**src/rtl/seg_ea_pkg.sv**
```systemverilog
package seg_ea_pkg;

    typedef enum logic [1:0] {
        SEG_ES = 2'd0,
        SEG_CS = 2'd1,
        SEG_SS = 2'd2,
        SEG_DS = 2'd3
    } seg_e;

    typedef enum logic [1:0] {
        ACC_DATA   = 2'd0,
        ACC_FETCH  = 2'd1,
        ACC_STACK  = 2'd2,
        ACC_STRDST = 2'd3
    } acc_e;

    typedef enum logic [1:0] {
        ST_IDLE = 2'd0,
        ST_MEM  = 2'd1,
        ST_REG  = 2'd2
    } st_e;

    localparam logic [7:0] PFX_ES = 8'h26;
    localparam logic [7:0] PFX_CS = 8'h2E;
    localparam logic [7:0] PFX_SS = 8'h36;
    localparam logic [7:0] PFX_DS = 8'h3E;

    localparam logic [1:0] MODE_REG = 2'b11;

endpackage

```
**src/rtl/ea_offset_calc.sv**
```systemverilog
module ea_offset_calc
    import seg_ea_pkg::*;
#(
    parameter int AW = 16,
    parameter int SHORT_W = 8
) (
    input  logic [1:0]    mode,
    input  logic [2:0]    rm_sel,
    input  logic [AW-1:0] disp,
    input  logic [AW-1:0] reg_bx,
    input  logic [AW-1:0] reg_bp,
    input  logic [AW-1:0] reg_si,
    input  logic [AW-1:0] reg_di,
    output logic [AW-1:0] ea,
    output seg_e          def_seg
);
    localparam int EXT_W = AW - SHORT_W;

    logic [AW-1:0] base_t;
    logic [AW-1:0] index_t;
    logic [AW-1:0] disp_t;
    logic          direct;

    assign direct = (mode == 2'b00) && (rm_sel == 3'b110);

    always_comb begin
        base_t  = '0;
        index_t = '0;
        unique case (rm_sel)
            3'b000: begin base_t = reg_bx; index_t = reg_si; end
            3'b001: begin base_t = reg_bx; index_t = reg_di; end
            3'b010: begin base_t = reg_bp; index_t = reg_si; end
            3'b011: begin base_t = reg_bp; index_t = reg_di; end
            3'b100: index_t = reg_si;
            3'b101: index_t = reg_di;
            3'b110: base_t  = reg_bp;
            3'b111: base_t  = reg_bx;
            default: base_t = '0;
        endcase
    end

    always_comb begin
        unique case (mode)
            2'b01:   disp_t = {{EXT_W{disp[SHORT_W-1]}}, disp[SHORT_W-1:0]};
            2'b10:   disp_t = disp;
            default: disp_t = '0;
        endcase
    end

    always_comb begin
        if (direct) begin
            ea      = disp;
            def_seg = SEG_DS;
        end else begin
            ea = base_t + index_t + disp_t;
            if (rm_sel == 3'b010 || rm_sel == 3'b011 || rm_sel == 3'b110)
                def_seg = SEG_SS;
            else
                def_seg = SEG_DS;
        end
    end

endmodule

```
**src/rtl/seg_resolve.sv**
```systemverilog
module seg_resolve
    import seg_ea_pkg::*;
(
    input  acc_e       kind,
    input  seg_e       def_seg,
    input  logic       ovr_valid,
    input  logic [7:0] ovr_code,
    output seg_e       seg_sel
);
    seg_e ovr_seg;
    logic ovr_hit;

    always_comb begin
        ovr_hit = ovr_valid;
        ovr_seg = SEG_DS;
        unique case (ovr_code)
            PFX_ES:  ovr_seg = SEG_ES;
            PFX_CS:  ovr_seg = SEG_CS;
            PFX_SS:  ovr_seg = SEG_SS;
            PFX_DS:  ovr_seg = SEG_DS;
            default: ovr_hit = 1'b0;
        endcase
    end

    always_comb begin
        unique case (kind)
            ACC_FETCH:  seg_sel = SEG_CS;
            ACC_STACK:  seg_sel = SEG_SS;
            ACC_STRDST: seg_sel = SEG_ES;
            default:    seg_sel = ovr_hit ? ovr_seg : def_seg;
        endcase
    end

endmodule

```
**src/rtl/phys_form.sv**
```systemverilog
module phys_form #(
    parameter int AW = 16,
    parameter int PW = 20
) (
    input  logic [AW-1:0] seg_val,
    input  logic [AW-1:0] off,
    output logic [PW-1:0] phys
);
    localparam int SH = PW - AW;

    generate
        if (SH > 0) begin : g_shift
            assign phys = {seg_val, {SH{1'b0}}} + {{SH{1'b0}}, off};
        end else begin : g_flat
            assign phys = seg_val[PW-1:0] + off[PW-1:0];
        end
    endgenerate

endmodule

```
**src/rtl/seg_ea_gen.sv**
```systemverilog
module seg_ea_gen
    import seg_ea_pkg::*;
#(
    parameter int AW = 16,
    parameter int PW = 20
) (
    input  logic          clk,
    input  logic          rst_n,
    input  logic          req_valid,
    input  logic [1:0]    acc_kind,
    input  logic [1:0]    mode,
    input  logic [2:0]    rm_sel,
    input  logic [AW-1:0] disp,
    input  logic          ovr_valid,
    input  logic [7:0]    ovr_code,
    input  logic [AW-1:0] reg_bx,
    input  logic [AW-1:0] reg_bp,
    input  logic [AW-1:0] reg_si,
    input  logic [AW-1:0] reg_di,
    input  logic [AW-1:0] reg_sp,
    input  logic [AW-1:0] reg_ip,
    input  logic [AW-1:0] seg_es,
    input  logic [AW-1:0] seg_cs,
    input  logic [AW-1:0] seg_ss,
    input  logic [AW-1:0] seg_ds,
    output logic          out_valid,
    output logic          is_reg,
    output logic [AW-1:0] eff_addr,
    output logic [1:0]    seg_sel,
    output logic [PW-1:0] phys_addr
);
    acc_e          kind;
    seg_e          def_seg;
    seg_e          seg_c;
    logic [AW-1:0] mem_ea;
    logic [AW-1:0] ea_c;
    logic [AW-1:0] seg_val_c;
    logic [PW-1:0] phys_c;
    logic          reg_req;
    st_e           state_q;
    st_e           state_d;
    logic [AW-1:0] ea_q;
    seg_e          seg_q;
    logic [PW-1:0] phys_q;

    assign kind    = acc_e'(acc_kind);
    assign reg_req = (kind == ACC_DATA) && (mode == MODE_REG);

    ea_offset_calc #(.AW(AW)) u_off (
        .mode    (mode),
        .rm_sel  (rm_sel),
        .disp    (disp),
        .reg_bx  (reg_bx),
        .reg_bp  (reg_bp),
        .reg_si  (reg_si),
        .reg_di  (reg_di),
        .ea      (mem_ea),
        .def_seg (def_seg)
    );

    seg_resolve u_seg (
        .kind      (kind),
        .def_seg   (def_seg),
        .ovr_valid (ovr_valid),
        .ovr_code  (ovr_code),
        .seg_sel   (seg_c)
    );

    always_comb begin
        unique case (kind)
            ACC_FETCH:  ea_c = reg_ip;
            ACC_STACK:  ea_c = reg_sp;
            ACC_STRDST: ea_c = reg_di;
            default:    ea_c = mem_ea;
        endcase
    end

    always_comb begin
        unique case (seg_c)
            SEG_ES:  seg_val_c = seg_es;
            SEG_CS:  seg_val_c = seg_cs;
            SEG_SS:  seg_val_c = seg_ss;
            default: seg_val_c = seg_ds;
        endcase
    end

    phys_form #(.AW(AW), .PW(PW)) u_phys (
        .seg_val (seg_val_c),
        .off     (ea_c),
        .phys    (phys_c)
    );

    always_comb begin
        state_d = ST_IDLE;
        unique case (state_q)
            ST_IDLE, ST_MEM, ST_REG: begin
                if (req_valid)
                    state_d = reg_req ? ST_REG : ST_MEM;
                else
                    state_d = ST_IDLE;
            end
            default: state_d = ST_IDLE;
        endcase
    end

    always_ff @(posedge clk or negedge rst_n) begin
        if (!rst_n)
            state_q <= ST_IDLE;
        else
            state_q <= state_d;
    end

    always_ff @(posedge clk or negedge rst_n) begin
        if (!rst_n) begin
            ea_q   <= '0;
            seg_q  <= SEG_ES;
            phys_q <= '0;
        end else if (req_valid && !reg_req) begin
            ea_q   <= ea_c;
            seg_q  <= seg_c;
            phys_q <= phys_c;
        end
    end

    assign out_valid = (state_q != ST_IDLE);
    assign is_reg    = (state_q == ST_REG);
    assign eff_addr  = ea_q;
    assign seg_sel   = seg_q;
    assign phys_addr = phys_q;

    AST_VALID_AFTER_STROBE: assert property (@(posedge clk) disable iff (!rst_n)
        req_valid |=> out_valid);
    AST_NO_VALID_WITHOUT_STROBE: assert property (@(posedge clk) disable iff (!rst_n)
        !req_valid |=> !out_valid);
    AST_REG_HOLDS_ADDR: assert property (@(posedge clk) disable iff (!rst_n)
        (req_valid && acc_kind == 2'd0 && mode == 2'b11) |=>
            (is_reg && $stable(eff_addr) && $stable(phys_addr) && $stable(seg_sel)));
    AST_FIXED_KIND_NOT_REG: assert property (@(posedge clk) disable iff (!rst_n)
        (req_valid && acc_kind != 2'd0) |=> !is_reg);
    AST_FETCH_USES_CS: assert property (@(posedge clk) disable iff (!rst_n)
        (req_valid && acc_kind == 2'd1) |=> (seg_sel == 2'd1 && eff_addr == $past(reg_ip)));
    AST_DIRECT_ADDR: assert property (@(posedge clk) disable iff (!rst_n)
        (req_valid && acc_kind == 2'd0 && mode == 2'b00 && rm_sel == 3'b110 && !ovr_valid) |=>
            (eff_addr == $past(disp) && seg_sel == 2'd3));
    AST_BP_FORMS_SS: assert property (@(posedge clk) disable iff (!rst_n)
        (req_valid && acc_kind == 2'd0 && !ovr_valid && mode != 2'b11 &&
         (rm_sel == 3'b010 || rm_sel == 3'b011 || (rm_sel == 3'b110 && mode != 2'b00))) |=>
            (seg_sel == 2'd2));

endmodule

```
**config.mk**
```make
export PLATFORM = sky130hd
export DESIGN_NAME = seg_ea_gen
export DESIGN_NICKNAME = d
export VERILOG_FILES = /design/src/rtl/seg_ea_pkg.sv /design/src/rtl/ea_offset_calc.sv /design/src/rtl/seg_resolve.sv /design/src/rtl/phys_form.sv /design/src/rtl/seg_ea_gen.sv
export SDC_FILE = /design/constraint.sdc
export NUM_CORES = 1
export LEC_CHECK = 0
export BUFFER_PORTS_ARGS = -buffer_cell sky130_fd_sc_hd__clkbuf_2
export CAP_MARGIN = 10
export CORE_ASPECT_RATIO = 0.8
export CORE_MARGIN = 4
export CORE_UTILIZATION = 30
export DETAILED_ROUTE_END_ITERATION = 16
export PLACE_DENSITY_LB_ADDON = 0.08
export SLEW_MARGIN = 20
export SYNTH_ARGS = -nofsm -noshare
export SYNTH_HDL_FRONTEND = slang
export SYNTH_SLANG_ARGS = --single-unit
export TNS_END_PERCENT = 5
```
**constraint.sdc**
```tcl
create_clock -name clk -period 2 [get_ports clk]
set_input_delay 0.1 -clock clk [delete_from_list [all_inputs] [get_ports clk]]
set_output_delay 0.1 -clock clk [all_outputs]
set_load 0.005 [all_outputs]
```
==> results of run 1 <==
## cells by family (layout without fill, tap and decap cells)
kind of cell / after synthesis / in the layout
xor gates and xnor gates: 20 / 20
buffers and inverters: 75 / 440
and+or+nand+nor: 185 / 185
adders and majority gates: 47 / 47
DFF: 36 / 36
muxes: 88 / 88
AOI/OAI and AO/OA: 149 / 149
## repair_timing
action                                  4_1_cts  5_1_grt
buffers inserted                             10        2
endpoints found under the setup margin       33       33
hold buffers                                  1        0
pin swaps                                    34       30
endpoints found under the hold margin        25        0
gates resized for setup                      55       37
gates cloned                                  0        1
## final timing paths
| check | from | to | slack, ps | cells after the start |
|---|---|---|---|---|
| max in group asynchronous | rst_n | eff_addr[10]$_DFFE_PN0P_ | 930 | 2 |
| max | mode[0] | phys_addr[13]$_DFFE_PN0P_ | -2490 | 21 |
| min in group asynchronous | rst_n | phys_addr[5]$_DFFE_PN0P_ | 500 | 2 |
| min | req_valid | state_q[1]$_DFF_PN0_ | 50 | 3 |
| max reg2reg | eff_addr[0]$_DFFE_PN0P_ | eff_addr[0]$_DFFE_PN0P_ | 1210 | 1 |
| min reg2reg | state_q[1]$_DFF_PN0_ | state_q[0]$_DFF_PN0_ | 480 | 1 |
## layer usage
metal	GRT usage, %	up-vias	wire (microns)
met2	34.19	190	9452
met1	27.00	2744	9005
met4	3.115	4	293
met3	4.594	26	1290
li1	-	2884	-
met5	0	-	33
## state kept, by name, summed over array words and instances, names as in the netlist
register,cells
phys_addr,16
state_q,2
seg_sel,2
eff_addr,16
## critical path: cells and delay by family
kind | cells | cell delay, ps
simple gates | 3 | 750
buf+inv | 3 | 310
mux | 1 | 510
compound gates | 8 | 1390
fa+ha+maj | 4 | 1200
xor+xnor | 2 | 360
## placed cells by master (no fill, tap or decap), types with 3 or more instances in the layout
cell type	instances
buf_6	4
nand3_1	4
xor2_1	13
nor3_1	7
o22a_1	13
mux2i_1	30
a21oi_2	9
mux4_2	22
ha_4	10
mux2_2	32
dfrtp_1	36
nor2_1	21
fa_2	3
o21ai_2	6
o21ai_1	15
a21oi_1	31
nor2b_1	16
clkbuf_2	230
xnor2_1	4
a211oi_1	7
a211oi_2	5
buf_4	152
ha_2	4
buf_12	4
nor2_2	4
nand2_1	98
a21o_1	6
o21ai_0	16
or2_2	3
o31ai_1	3
nand2_2	4
clkbuf_16	7
ha_1	16
inv_1	33
and3_1	3
fa_1	14
o21a_1	5
o31ai_2	3
## stage by stage
stage / worst slack [ps] / utilization (%) / hold slack [ps] / instance area [sq um] / cells
4_1_cts: -2411 / 49.15 / 45.69 / 8213 / 1182
3_5_place_dp: -3018 / 46.32 / 288.3 / 7740 / 1163
2_1_floorplan: -2422 / - / -195.6 / 5401 / 600
3_3_place_gp: -2824 / 46.32 / 281.2 / 7740 / 1163
6_report: -2491 / 50.15 / 49.85 / 8381 / 1185
5_1_grt: -2673 / 50.15 / 60.85 / 8381 / 1185
## area by class of cell
cell class / instances / area, sq um / area share [%]
flip-flops and latches: 36 / 900.9 / 10.75
inverters: 37 / 156.4 / 1.866
clock buffers: 8 / 146.4 / 1.747
repair buffers: 395 / 2499 / 29.81
well taps: 220 / 275.3 / 3.285
multi-input cells: 489 / 4403 / 52.54
## power by group through the flow
stage | logic, uW | registers, uW | clock network, uW
after floorplan | 1710 | 1080 | 0
after global placement | 3100 | 1070 | 0
after detailed placement | 3140 | 1090 | 0
after CTS | 3470 | 1070 | 798
after global routing | 4000 | 1100 | 835
final | 3620 | 1070 | 778
==> impl_metrics.toml, run 1 <==
[status]
status = "complete, but fails checks"
violations = "negative setup slack"

[synth]
yosys_warnings = 0
yosysSeqAreaShare_pct = 17.45
synth_top_area_share_pct = 17.45
syn-cell-area_sq_um = 5164
syn_inst = 600
synth.distinct_cells = 64
synth_compound_area_share_pct = 19.09
synth.most_common_cell = "nand2_1"
yosys.area.top_type = "dfrtp_1"
ys_seq_elements = 36
yosys.area_share.simple_pct = 16.69
yosys_most_used_dff = "dfrtp_1"
ys_top_cells_by_area = "dfrtp_1, mux4_2, nand2_1"
synth_top_family_by_area = "multiplexers"
synth_nets = 842
synth_xor_area_share_pct = 3.392
synth-edff-count = 0
synthAdderAreaFrac_pct = 13.86
synth_top_cells_by_count = "nand2_1, a21oi_1, inv_1"
synthMuxAreaShare_pct = 23.19
async_flop_share_pct = 100.0
synth.avg_cell_area_sq_um = 8.606

[drt]
first_pass_iters = 4
route.detailed.drc = 0
vias_per_cell = 4.935
drt_iter0_markers = 166
vias = 5848
detail_route.wl_per_cell_microns = 16.94
drt_wl_total_microns = 20070
postRouteAntennaNets = 0

[floorplan]
fp.coreArea_sq_um = 16710
die_h_microns = 125.3
ios = 235
num_rows = 42
die_w_microns = 154.7
initial_core_util_pct = 30.90
dieArea_sq_um = 19390

[global_route]
antenna_found_initial = 2
grt_pass1_vias = 6290
grt_max_degree = 37
grt_pass1_wl_microns = 31980
grt_usage_pct = 20.21
grt-ovfl-total = 0

[sta]
setup_violations = 31
fmax_ghz = 0.2227
worst_pin_slew_ps = 929.3
drv_slew = 0
finalSetupTns_ps = -47990
slew_headroom_pct = 38.05
setup_ws_ps = -2491
rsz0062_at_grt = "yes"
min_period_ps = 4491
finalCritPeriodShare_pct = 224.5
clock_skew_ps = 0.5513
hold_viol = 0

[setup_path]
crit_type = "input port to flip-flop"
cp.arrival_ps = 4650
crit_required_ps = 2160
worstSetupStartpointType = "input port"
worstPathMaxFanout = 6
slowest_stage = "fa_1"
worst_path_largest_cell_delay_ps = 590
critical_path.cell_chain = "clkbuf_16 -> inv_12 -> ha_2 -> o21a_4 -> and2_4 -> fa_1 -> ha_4 -> nor2b_2 -> o31a_1 -> buf_4 -> o21ai_4 -> xor2_1 -> a21oi_1 -> mux4_2 -> ha_4 -> or4_4 -> o22ai_4 -> o21bai_1 -> a21oi_1 -> xor2_1 -> o21ai_1"
end_kind = "flip-flop"

[clocking]
cts_inserted_buffers = 5
insertion_delay_ps = 280
cts_tree = "done"
cts_max_level = 2
clkTransAtPathRegs_ps = 50
root_buffer = "clkbuf_16"
cts_buffer_depth = 2
cts_sinks = 36

[placement]
globalplace.congestion = 0.9231
port_buffers = 234
dpl.hpwl_microns = 17030

[final_layout]
drive_above_1_share_pct = 56.17
antenna_cells = 0
fin_nets = 1206
nFillCells = 1644
syn_to_final_growth_pct = 62.30

[pwr]
power.net_switching_uw = 2087
p_leak_uw = 0.004169
ir_worst_vdd_v = 0.0003343
clockPowerShare_pct = 14.2
power_uw = 5464
pwr-share-comb_pct = 66.2
cellPowerDensity_nw_per_um2 = 652.0
power_frac_seq_pct = 19.6
swShare_pct = 38.20
p_int_uw = 3377

[hold_path]
min_path_type = "input port to flip-flop"

[job]
drv_cap = 0
No activity file was read; power rests on OpenSTA's default activity.
==> inputs of run 2 (changes only) <==
--- a/config.mk
+++ b/config.mk
@@ -12,8 +12,10 @@
 export CORE_UTILIZATION = 30
 export DETAILED_ROUTE_END_ITERATION = 16
 export PLACE_DENSITY_LB_ADDON = 0.08
+export RECOVER_POWER = 100
 export SLEW_MARGIN = 20
 export SYNTH_ARGS = -nofsm -noshare
 export SYNTH_HDL_FRONTEND = slang
+export SYNTH_HIERARCHICAL = 1
 export SYNTH_SLANG_ARGS = --single-unit
 export TNS_END_PERCENT = 5
==> impl_metrics.toml, run 2 <==
[setup_path]
crit_type = "input port to flip-flop"
worstPathMaxFanout = 8
crit_required_ps = 2170
slowest_stage = "fa_1"
worst_path_largest_cell_delay_ps = 560
worstSetupStartpointType = "input port"
r2r_slack_ps = 1190
cp.arrival_ps = 5030
end_kind = "flip-flop"
critical_path.cell_chain = "buf_4 -> buf_12 -> bufbuf_16 -> o21ai_4 -> a21oi_2 -> fa_1 -> inv_2 -> ha_4 -> a21oi_2 -> nor2b_1 -> o41a_1 -> o21ai_2 -> a21oi_1 -> o21ai_1 -> a21oi_1 -> mux4_2 -> ha_4 -> a21o_1 -> a31o_1 -> a221o_1 -> o211ai_2 -> or3b_1 -> mux2_4"

[floorplan]
die_h_microns = 127.3
die_w_microns = 157.2
fp.coreArea_sq_um = 17380
ios = 235
initial_core_util_pct = 30.72
dieArea_sq_um = 20010
num_rows = 43

[synth]
synth.most_common_cell = "nand2_1"
synth-edff-count = 0
synth_top_cells_by_count = "nand2_1, a21oi_1, inv_1"
yosysSeqAreaShare_pct = 18.75
ys_top_cells_by_area = "dfrtp_1, mux4_2, mux2_2"
synth.distinct_cells = 69
synth_top_area_share_pct = 18.75
yosys_warnings = 6
yosys.area.top_type = "dfrtp_1"
syn_inst = 592
ys_seq_elements = 40
synth.avg_cell_area_sq_um = 9.018
yosys_most_used_dff = "dfrtp_1"
synth_nets = 833
syn-cell-area_sq_um = 5339
async_flop_share_pct = 100.0

[sta]
finalCritPeriodShare_pct = 243.1
finalSetupTns_ps = -55690
worst_pin_slew_ps = 1052
setup_ws_ps = -2863
drv_slew = 0
clock_skew_ps = 2.446
rsz0062_at_grt = "yes"
min_period_ps = 4863
hold_viol = 0
slew_headroom_pct = 29.84
worst_hold_slack_ps = 62.58
setup_violations = 34
fmax_ghz = 0.2056

[pwr]
ir_worst_vdd_v = 0.0004804
p_leak_uw = 0.004066
cellPowerDensity_nw_per_um2 = 718.8
power_uw = 5983

[global_route]
grt_pass1_wl_microns = 31240
grt_pass1_vias = 6127
grt_max_degree = 41
grt-ovfl-total = 0
antenna_found_initial = 0
grt_usage_pct = 19.64

[final_layout]
drive_above_1_share_pct = 53.26
final_common_cell = "clkbuf_2"
fin_nets = 1175
nFillCells = 1737
antenna_cells = 0
syn_to_final_growth_pct = 55.92
largest_reg_flops = 20
final_cell_mix = "clkbuf_2, buf_4, nand2_1"

[drt]
vias_per_cell = 4.975
first_pass_iters = 5
detail_route.wl_per_cell_microns = 17.28
drt_iter0_markers = 271
route.detailed.drc = 0
vias = 5771
drt_wl_total_microns = 20050
postRouteAntennaNets = 0

[status]
violations = "negative setup slack"
status = "complete, but fails checks"

[hold_path]
min_path_type = "input port to flip-flop"

[job]
drv_cap = 0

[clocking]
cts_max_level = 2
cts_inserted_buffers = 5
clkTransAtPathRegs_ps = 60
cts_sinks = 40
cts_buffer_depth = 2
cts_tree = "done"
insertion_delay_ps = 290
root_buffer = "clkbuf_16"

[placement]
port_buffers = 234
globalplace.congestion = 0.9332
dpl.hpwl_microns = 17330
-- run 2: cell types whose count changed in the layout (fill, tap and decap cells not counted), sizes merged, moves of 11 or more --
cell   change
inv       +13
nor2b     -17
o22a      -13
mux2i     -14
mux2      +18
nor2      +12
buf       -25
a21oi     +11
nand2     -11
-- run 2: cell type report --
type,instances,area (sq um),area share [%]
clock buffers,6,128.9,1.548
clock inverters,2,35.03,0.4209
inverters,50,205.2,2.465
multi-input cells,466,4345,52.20
flip-flops and latches,40,1001,12.02
well taps,225,281.5,3.382
repair buffers,371,2327,27.96
-- run 2: cell families after synthesis --
group	after synthesis	share of synthesized area (%)
buffers and inverters	86	7.242
flip-flops	40	18.75
XOR/XNOR	22	3.609
AND/OR/NAND/NOR	164	13.55
AO/OA/AOI/OAI	131	15.44
multiplexers	102	28.17
adder cells (fa/ha/maj)	46	13.17
other	1	0.07024
-- run 2: worst paths after layout --
| kind | start | end | cells past startpoint |
|---|---|---|---|
| min in group asynchronous | rst_n | phys_addr[1]$_DFFE_PN0P_ | 3 |
| max | rm_sel[0] | phys_addr[19]$_DFFE_PN0P_ | 23 |
| min | req_valid | state_q[1]$_DFF_PN0_ | 3 |
| max reg2reg | state_q[1]$_DFF_PN0_ | state_q[1]$_DFF_PN0_ | 3 |
| min reg2reg | eff_addr[6]$_DFFE_PN0P_ | eff_addr[6]$_DFFE_PN0P_ | 1 |
| max in group asynchronous | rst_n | eff_addr[7]$_DFFE_PN0P_ | 3 |
-- run 2: timing repair --
action	in CTS	in global routing
hold buffers	1	0
endpoints found under the hold margin	40	0
gates cloned	1	1
resized for setup	33	45
buffers inserted	3	2
pin swaps	20	17
endpoints found under the setup margin	36	36
-- run 2: metal layers --
layer,routed length [microns],GRT usage (%)
met5,0,0
met4,353,4.148
met3,1079,3.353
met2,9643,32.77
met1,8969,26.96
-- run 2: critical path: cells and delay by family --
kind / cells / cell delay, ps
muxes: 2 / 770
AOI/OAI and AO/OA: 12 / 2140
and+or+nand+nor: 2 / 430
buffers and inverters: 4 / 600
adders and majority gates: 3 / 1020
-- run 2: metrics by stage --
step,util [%],instance area (sq um),std cells,worst slack [ps]
floorplan,-,5540,592,-2958
global placement,44.73,7772,1144,-3168
detailed placement,44.73,7772,1144,-3298
CTS,46.81,8134,1157,-2870
global route,47.90,8324,1160,-3019
finish,47.90,8324,1160,-2863
-- run 2: where the power goes --
| part | total (uW) | switching, uW | internal (uW) |
|---|---|---|---|
| registers | 1230 | 145 | 1080 |
| logic | 3840 | 1790 | 2050 |
| clock network | 915 | 328 | 587 |
